`src/rtl/pll_mode_pkg.sv`:
```
package pll_mode_pkg;

    localparam int FREQ_W = 14;

    typedef struct packed {
        logic [1:0] freq;
        logic       aud_div;
        logic       aud_on;
        logic       pll_en;
        logic [1:0] mcu_div;
        logic       xtal_en;
    } ctrl_a_t;

    function automatic logic [FREQ_W-1:0] pll_units(input logic [1:0] code);
        logic [FREQ_W-1:0] u;
        case (code)
            2'b00:   u = FREQ_W'(8000);
            2'b01:   u = FREQ_W'(10000);
            2'b10:   u = FREQ_W'(12000);
            default: u = FREQ_W'(16000);
        endcase
        return u;
    endfunction

    function automatic logic [1:0] mcu_shift(input logic [1:0] div);
        logic [1:0] s;
        case (div)
            2'b01:   s = 2'd0;
            2'b10:   s = 2'd1;
            default: s = 2'd2;
        endcase
        return s;
    endfunction

endpackage

```
`src/rtl/pll_mode_regs.sv`:
```
module pll_mode_regs
    import pll_mode_pkg::*;
#(
    parameter logic [7:0] RST_A = 8'h26,
    parameter logic       RST_SPEED_LOW = 1'b1
) (
    input  logic       clk,
    input  logic       rst_n,
    input  logic       bus_wr,
    input  logic       bus_addr,
    input  logic [7:0] bus_wdata,
    output logic [7:0] bus_rdata,
    input  logic       pll_active,
    output ctrl_a_t    ctrl_a,
    output logic       speed_low,
    output logic       restart
);

    typedef struct packed {
        ctrl_a_t a;
        logic    speed_low;
    } reg_state_t;

    reg_state_t st_d, st_q;
    ctrl_a_t    nxt_a;

    always_comb begin
        st_d    = st_q;
        restart = 1'b0;
        nxt_a   = ctrl_a_t'(bus_wdata);
        if (pll_active && st_q.a.aud_on) begin
            nxt_a.mcu_div = st_q.a.mcu_div;
        end
        if (bus_wr) begin
            if (!bus_addr) begin
                st_d.a  = nxt_a;
                restart = (nxt_a.freq != st_q.a.freq) || (nxt_a.pll_en != st_q.a.pll_en);
            end else begin
                st_d.speed_low = bus_wdata[0];
            end
        end
    end

    always_ff @(posedge clk) begin
        if (!rst_n) begin
            st_q.a         <= ctrl_a_t'(RST_A);
            st_q.speed_low <= RST_SPEED_LOW;
        end else begin
            st_q <= st_d;
        end
    end

    assign ctrl_a    = st_q.a;
    assign speed_low = st_q.speed_low;
    assign bus_rdata = bus_addr ? {7'b0, st_q.speed_low} : 8'(st_q.a);

endmodule

```
`src/rtl/pll_mode_lock.sv`:
```
module pll_mode_lock #(
    parameter int LOCK_TICKS = 328,
    localparam int CNT_W = $clog2(LOCK_TICKS)
) (
    input  logic clk,
    input  logic rst_n,
    input  logic ref_tick,
    input  logic pll_en,
    input  logic restart,
    output logic ready
);

    typedef struct packed {
        logic [CNT_W-1:0] cnt;
        logic             ready;
    } lock_state_t;

    lock_state_t st_d, st_q;

    always_comb begin
        st_d = st_q;
        if (restart || !pll_en) begin
            st_d.cnt   = '0;
            st_d.ready = 1'b0;
        end else if (ref_tick && !st_q.ready) begin
            if (st_q.cnt == CNT_W'(LOCK_TICKS - 1)) begin
                st_d.ready = 1'b1;
            end else begin
                st_d.cnt = st_q.cnt + 1'b1;
            end
        end
    end

    always_ff @(posedge clk) begin
        if (!rst_n) begin
            st_q <= '0;
        end else begin
            st_q <= st_d;
        end
    end

    assign ready = st_q.ready;

endmodule

```
`src/rtl/pll_mode_freq.sv`:
```
module pll_mode_freq
    import pll_mode_pkg::*;
#(
    parameter int LOW_UNITS = 32
) (
    input  logic [1:0]        freq_code,
    input  logic [1:0]        mcu_div,
    input  logic              aud_div,
    input  logic              sel_pll,
    output logic [2:0]        mcu_ratio,
    output logic [1:0]        aud_ratio,
    output logic [FREQ_W-1:0] mcu_freq,
    output logic [FREQ_W-1:0] aud_freq
);

    logic [FREQ_W-1:0] base;
    logic [1:0]        msh;

    always_comb begin
        base      = pll_units(freq_code);
        msh       = mcu_shift(mcu_div);
        mcu_ratio = 3'(1 << msh);
        aud_ratio = aud_div ? 2'd2 : 2'd1;
        if (sel_pll) begin
            mcu_freq = base >> msh;
            aud_freq = base >> aud_div;
        end else begin
            mcu_freq = FREQ_W'(LOW_UNITS);
            aud_freq = FREQ_W'(LOW_UNITS);
        end
    end

endmodule

```
`src/rtl/pll_mode_ctrl.sv`:
```
module pll_mode_ctrl
    import pll_mode_pkg::*;
#(
    parameter int LOCK_TICKS = 328,
    parameter int LOW_UNITS  = 32
) (
    input  logic              clk,
    input  logic              rst_n,
    input  logic              ref_tick,
    input  logic              bus_wr,
    input  logic              bus_addr,
    input  logic [7:0]        bus_wdata,
    output logic [7:0]        bus_rdata,
    input  logic              halt,
    output logic              pll_en,
    output logic [1:0]        pll_freq_code,
    output logic [2:0]        mcu_ratio,
    output logic [1:0]        aud_ratio,
    output logic              audio_on,
    output logic              xtal_en,
    output logic              clk_sel_pll,
    output logic              fallback,
    output logic              pll_ready,
    output logic              idle_req,
    output logic [FREQ_W-1:0] mcu_freq,
    output logic [FREQ_W-1:0] aud_freq
);

    ctrl_a_t ctrl_a;
    logic    speed_low;
    logic    restart;
    logic    ready;

    pll_mode_regs u_regs (
        .clk        (clk),
        .rst_n      (rst_n),
        .bus_wr     (bus_wr),
        .bus_addr   (bus_addr),
        .bus_wdata  (bus_wdata),
        .bus_rdata  (bus_rdata),
        .pll_active (clk_sel_pll),
        .ctrl_a     (ctrl_a),
        .speed_low  (speed_low),
        .restart    (restart)
    );

    pll_mode_lock #(.LOCK_TICKS(LOCK_TICKS)) u_lock (
        .clk      (clk),
        .rst_n    (rst_n),
        .ref_tick (ref_tick),
        .pll_en   (ctrl_a.pll_en),
        .restart  (restart),
        .ready    (ready)
    );

    pll_mode_freq #(.LOW_UNITS(LOW_UNITS)) u_freq (
        .freq_code (ctrl_a.freq),
        .mcu_div   (ctrl_a.mcu_div),
        .aud_div   (ctrl_a.aud_div),
        .sel_pll   (clk_sel_pll),
        .mcu_ratio (mcu_ratio),
        .aud_ratio (aud_ratio),
        .mcu_freq  (mcu_freq),
        .aud_freq  (aud_freq)
    );

    assign clk_sel_pll   = !speed_low && ctrl_a.pll_en && ready;
    assign fallback      = !speed_low && !clk_sel_pll;
    assign pll_ready     = ready;
    assign pll_en        = ctrl_a.pll_en;
    assign pll_freq_code = ctrl_a.freq;
    assign audio_on      = ctrl_a.aud_on;
    assign xtal_en       = ctrl_a.xtal_en;
    assign idle_req      = halt && ctrl_a.xtal_en;

endmodule

```
`config.mk`:
```
export PLATFORM = sky130hd
export DESIGN_NAME = pll_mode_ctrl
export DESIGN_NICKNAME = d
export VERILOG_FILES = /design/src/rtl/pll_mode_pkg.sv /design/src/rtl/pll_mode_regs.sv /design/src/rtl/pll_mode_lock.sv /design/src/rtl/pll_mode_freq.sv /design/src/rtl/pll_mode_ctrl.sv
export SDC_FILE = /design/constraint.sdc
export NUM_CORES = 1
export LEC_CHECK = 0
export BUFFER_PORTS_ARGS = -buffer_cell sky130_fd_sc_hd__buf_2
export CORE_MARGIN = 4
export CORE_UTILIZATION = 42
export CTS_CLUSTER_SIZE = 10
export DETAILED_ROUTE_END_ITERATION = 10
export MAX_ROUTING_LAYER = met4
export PLACE_DENSITY = 0.83
export SLEW_MARGIN = 30
export SYNTH_ARGS = -nofsm -noshare
export SYNTH_HDL_FRONTEND = slang
export SYNTH_SLANG_ARGS = --single-unit
```
`constraint.sdc`:
```
create_clock -name clk -period 2.24 [get_ports clk]
set_input_delay 0 -clock clk [delete_from_list [all_inputs] [get_ports clk]]
set_output_delay 0 -clock clk [all_outputs]
set_load 0.05 [all_outputs]
```
; Word level (Yosys, flattened, before mapping)
; Cells that the tools add are included.
[word_totals]
reg_bits = 19
input_bits = 14
output_inout_bits = 50
word_cells = 51
[classes]
add_sub_neg = 1
eq_ne = 7
shift = 3
mux = 8
n_bitwise = 4
reduce_logical = 19
[ops]
columns = cell, n
row1 = case mux 14 bit (3 select lines), 1
row2 = 2-to-1 mux 14 bit, 2
row3 = right shift 14 x 1 -> 14 bit, 1
row4 = right shift 14 x 2 -> 14 bit, 1
row5 = adder 9 x 1 -> 9 bit (second input constant), 1
row6 = == test 9 bit (second input constant), 1
row7 = 2-to-1 mux 8 bit, 1
row8 = AND reduction 2 bit, 4
row9 = logical AND 1 bit, 6
row10 = == test 2 x 1 -> 1 bit (second input constant), 2
row11 = == test 2 bit (second input constant), 2
row12 = zero test 1 bit, 4
row13 = inverter 1 bit, 4
row14 = case mux 2 bit (2 select lines), 1
row15 = AND reduction 3 bit, 1
row16 = << shifter 1 x 2 -> 3 bit (first input constant), 1
row17 = zero test 2 bit, 1
row18 = logical OR 1 bit, 2
row19 = 2-to-1 mux 1 bit, 2
row20 = 2-to-1 mux 2 bit, 1
row21 = inequality test 2 bit, 1
row22 = OR reduction 2 bit, 1
row23 = inequality test 1 bit, 1

; Longest topological paths before layout
[depth]
ltp_word = 6
ltp_mapped = 8
ltp_nobuf = 6

; Hierarchy
; A second synthesis with hierarchy kept.
[unflattened]
cells_unflattened = 191
hier_area_um2 = 1506.4
[by_module_without_submodules]
columns = module, n_inst, cells_each, area_per_inst_um2, seq_area_each_um2
row1 = pll_mode_freq, 1, 79, 568.0, 0.0
row2 = pll_mode_lock, 1, 53, 474.2, 200.2
row3 = pll_mode_regs, 1, 56, 444.2, 180.2
row4 = pll_mode_ctrl, 1, 3, 20.0, 0.0

; Least setup slack after synthesis
; OpenSTA, ideal clock, no wires.
[synth_path]
path_type = flip-flop to output port
from = register u_regs.st_q, in the netlist u_regs.ctrl_a[1]
to = output mcu_freq[12]
arrival_time_ps = 3676
t_required_ps = 2240
setup_slack_ps = -1436
path_stages_with_launch = 6
n_path_buf = 2
cell_sequence = dfxtp_1 inv_1 ha_1 buf_2 buf_2 a2111oi_0
[synth_between]
elab_chain_len = 4
word_cells_on_any_way = 5
classes_between = eq/ne: 2 / shift: 1 / mux: 2
[synth_lines]
columns = element, line
row1 = from (decl), pll_mode_regs.sv:24  ; reg_state_t st_d, st_q;
row2 = from (signal assigned), pll_mode_regs.sv:49  ; st_q <= st_d;
row3 = == test 2 bit / == test 2 x 1 -> 1 bit (equally long branches), pll_mode_pkg.sv:27  ; case (div)
row4 = case mux 2 bit (2 select lines) *, pll_mode_pkg.sv:27
row5 = right shift 14 x 2 -> 14 bit *, pll_mode_freq.sv:25  ; mcu_freq = base >> msh;
row6 = 2-to-1 mux 14 bit *, pll_mode_freq.sv:24  ; if (sel_pll) begin
row7 = to (decl), pll_mode_ctrl.sv:25  ; output logic [FREQ_W-1:0] mcu_freq,
; Mark *: on every way between the ends. The rest lies on a longest branch, timed or not.

; Final worst setup path
[layout_path]
from = register, netlist name u_regs.speed_low
to = register u_regs.st_q, in the netlist u_regs.ctrl_a[2]
[layout_between]
elab_chain_len = 6
[layout_lines]
columns = element, line
row1 = zero test 1 bit, pll_mode_ctrl.sv:67  ; assign clk_sel_pll = !speed_low && ctrl_a.pll_en && ready;
row2 = logical AND 1 bit (2 in a row), pll_mode_ctrl.sv:67
row3 = logical AND 1 bit, pll_mode_regs.sv:31  ; if (pll_active && st_q.a.aud_on) begin
row4 = inverter 1 bit (no source line), n/a
row5 = AND reduction 3 bit (no source line), n/a
; No other way between the ends.
; A chain may end at the register's enable or synchronous reset.

==> flow_summary.yaml <==
run_status:
  status: "completed"
synthesis:
  number_of_instances_in_the_synthesized_netlist: 187
  yosys-mux-area-fraction_pct: 7.29
  synth.ff_latch_count: 19
  synth-edff-count: 0
  syn_area_um2: 1480
  yosysWarningCount: 0
  synth_adder_area_share_pct: 8.48
  fraction_of_the_mapped_netlist_area_in_compound_gates_pct: 15.7
  synth_cell_types: 47
  ys_async_sr_fraction_pct: 0
  yosys.area.top_type_share_pct: 25.8
  post_synth_xor_area_fraction_pct: 5.34
  synth_top_family_by_area: "simple AND/OR/NAND/NOR gates"
  synthFlopType: "sky130_fd_sc_hd__dfxtp_1"
  ys_seq_area_share_pct: 25.8
  synth.area.top_cells: "sky130_fd_sc_hd__dfxtp_1 (26%), sky130_fd_sc_hd__ha_1 (8.5%), sky130_fd_sc_hd__nor2_1 (7.1%)"
  synthSimpleGateAreaFrac_pct: 29.3
  synth_largest_area_cell: "sky130_fd_sc_hd__dfxtp_1"
  post_synth.cell_area_avg_um2: 7.89
clocking:
  cts_setup_buffers: 0
  clock_path_buffers: 2
  number_of_buffers_created_by_cts: 3
  tritoncts: "yes"
  clkLatencyLatePin_ps: 300
  clockRootBuffer: "sky130_fd_sc_hd__clkbuf_4"
  clock-sinks: 19
  htree_levels: 1
  clk_pin_slew_worst_paths_ps: 100
global_routing:
  grt_first_pass_wirelength_um: 6620
  global_route.usage.met2_pct: 32.5
  grt_usage_pct: 19.1
  globalRouteMet3Util_pct: 1.33
  first_global_vias: 1446
  grt_most_used_layer: "met2"
  antenna_found_initial: 0
  global_route.usage.met1_pct: 24.2
  grt-ovfl-total: 0
  pin_count_of_the_biggest_net_entering_global_routing: 18
sta:
  hold_viol: 0
  max_slew_margin_pct: 64.5
  tightest_slew_ps: 532
  max_clock_freq_mhz: 482
  rsz0062_at_grt: "no"
  final.setup.tns_ps: 0
  final.setup_skew_ps: 1.25
  slew_violations: 0
  post-route-period-util_pct: 92.7
  finalWorstPathRequiredPeriod_ps: 2080
  setup_violations: 0
die:
  num_rows: 21
  area_of_the_core_region_um2: 3360
  floorplan.initialDensity_pct: 43.9
  top_level_port_count: 64
  floorplan_die_area_um2: 4520
  chipWidth_um: 67.3
  die_y_um: 67.3
route:
  firstDrtPassIters: 4
  routed_wire_length_per_instance_um: 12.9
  post-route-drc-count: 0
  route.vias.total: 1534
  via_per_inst: 5.10
  detail_route.wirelength_um: 3880
  first_iter_violations: 76
  antenna_violating_nets_post_route: 0
worst_setup_path:
  timing.critical_path.cells: "nand3b_2 > buf_4 > inv_2 > a21o_1 > mux2i_1 > nand2_1 > dlygate4sd3_1"
  count_of_buffer_and_inverter_cells_on_the_critical_path: 3
  delay_of_the_slowest_cell_on_the_worst_path_ps: 560
  cp-end-kind: "register"
  worst-path-max-fanout: 17
  crit_path_start_kind: "register"
  cp.required_ps: 2440
  worst_path_dominant_cell_family: "buffers and inverters"
  signal_arrival_time_at_the_worst_endpoint_ps: 2270
  critical_path_cell_count: 7
  timing.critical_path.slowest_stage_cell: "sky130_fd_sc_hd__dlygate4sd3_1"
  critPathKind: "register to register"
  rr_worst_depth: 7
final_layout:
  drive_gt1_share_pct: 36.9
  layout_commonest_cell: "sky130_fd_sc_hd__buf_2"
  layout.nets: 280
  antenna-diode-count: 0
  area_delta_synth_final_pct: 35.4
  most-common-layout-cells: "sky130_fd_sc_hd__buf_2 (59), sky130_fd_sc_hd__nor2_1 (27), sky130_fd_sc_hd__nand2_1 (19)"
pwr:
  netSwitchingPower_w: 0.000294
  share_comb_of_total_power_pct: 33.2
  final_total_power_w: 0.000801
  worst_ir_drop_vdd_mv: 0.285
  power_density_nw_per_um2: 401
  power.share.sequential_pct: 45.0
  power.share.clock_pct: 21.9
  p_int_w: 0.000507
  power_leakage_nw: 0.951
  switching_share_pct: 36.7
placement:
  portBuffers: 59
  detailed_place_hpwl_um: 2800
  globalplace.congestion: 0.890
worst_hold_path:
  hp-class: "input pin to register"
  whs_path_depth: 2
run:
  max_cap_viol_count: 0
-- path summary, 6_finish.rpt --
check | endpoint | start | slack, ps
setup / recovery | u_regs.ctrl_a[2] | u_regs.speed_low | 160
hold / removal | u_regs.ctrl_a[6] | rst_n | 30
setup reg to reg | u_regs.ctrl_a[2] | u_regs.speed_low | 160
hold reg to reg | u_regs.ctrl_a[0] | u_regs.ctrl_a[0] | 500
-- flip-flops by register name (all words and copies together) (netlist names) --
signal	cells
u_regs.ctrl_a	8
u_regs.speed_low	1
u_lock.ready	1
u_lock.st_q	9
-- timing repair --
action,CTS,global route
gates resized for setup,0,3
endpoints found under the hold margin,10,0
setup endpoints to repair,0,7
hold buffers,14,0
-- per-stage QoR --
stage | setup slack, ps | utilization [%] | hold WS, ps | cell area [um^2] | instances
final | 164 | 59.4 | 34.1 | 2000 | 301
after global routing | 30.5 | 59.4 | 46.8 | 2000 | 301
after CTS | 73.1 | 59.2 | 38.6 | 1990 | 301
after detailed placement | 416 | 54.3 | 218 | 1830 | 283
after global placement | 467 | 54.3 | 215 | 1830 | 283
after floorplan | -163 | - | 125 | 1540 | 190
-- cell families after synthesis --
| kind of cell | count (synthesis) |
|---|---|
| simple gates | 84 |
| flops | 19 |
| fa+ha+maj | 10 |
| other cells | 1 |
| buf+inv | 22 |
| mux | 9 |
| xor+xnor | 9 |
| compound gates | 33 |
-- Yosys cell counts, types with 3 or more instances --
library cell,count
sky130_fd_sc_hd__ha_1,10
sky130_fd_sc_hd__mux2i_1,4
sky130_fd_sc_hd__o21ai_0,3
sky130_fd_sc_hd__nand2b_1,3
sky130_fd_sc_hd__xor2_1,5
sky130_fd_sc_hd__nor2b_1,7
sky130_fd_sc_hd__nand4_1,4
sky130_fd_sc_hd__nand3_1,3
sky130_fd_sc_hd__and2_1,3
sky130_fd_sc_hd__dfxtp_1,19
sky130_fd_sc_hd__nor2_1,28
sky130_fd_sc_hd__a21oi_1,9
sky130_fd_sc_hd__mux2_2,4
sky130_fd_sc_hd__a211oi_1,4
sky130_fd_sc_hd__xnor2_1,4
sky130_fd_sc_hd__nor3_1,4
sky130_fd_sc_hd__and3_1,4
sky130_fd_sc_hd__buf_2,3
sky130_fd_sc_hd__clkbuf_1,5
sky130_fd_sc_hd__nand2_1,19
sky130_fd_sc_hd__inv_1,5
sky130_fd_sc_hd__buf_4,8
sky130_fd_sc_hd__a21boi_0,5
-- layer usage --
| layer | vias to the layer above | part of all wire [%] |
|---|---|---|
| li1 | 770 | - |
| met1 | 702 | 43 |
| met2 | 57 | 49 |
| met3 | 5 | 6.7 |
| met4 | 0 | 1.1 |
| met5 | - | 0 |
-- power groups by stage --
stage / Combinational, W / Clock, W / Sequential (W)
floorplan: 0.000196 / 0 / 0.000372
global placement: 0.000242 / 0 / 0.000367
detailed placement: 0.000244 / 0 / 0.000367
CTS: 0.000264 / 0.000177 / 0.000360
global route: 0.000290 / 0.000187 / 0.000363
finish: 0.000266 / 0.000175 / 0.000360
-- final cells by class --
cell class | instances | area (um^2)
multi-input cells | 149 | 1040
well taps | 46 | 57.6
flip-flops and latches | 19 | 383
fillers | 334 | 1370
clock buffers | 4 | 26.3
repair buffers | 77 | 465
inverters | 6 | 22.5
No activity file was read; power rests on OpenSTA's default activity.
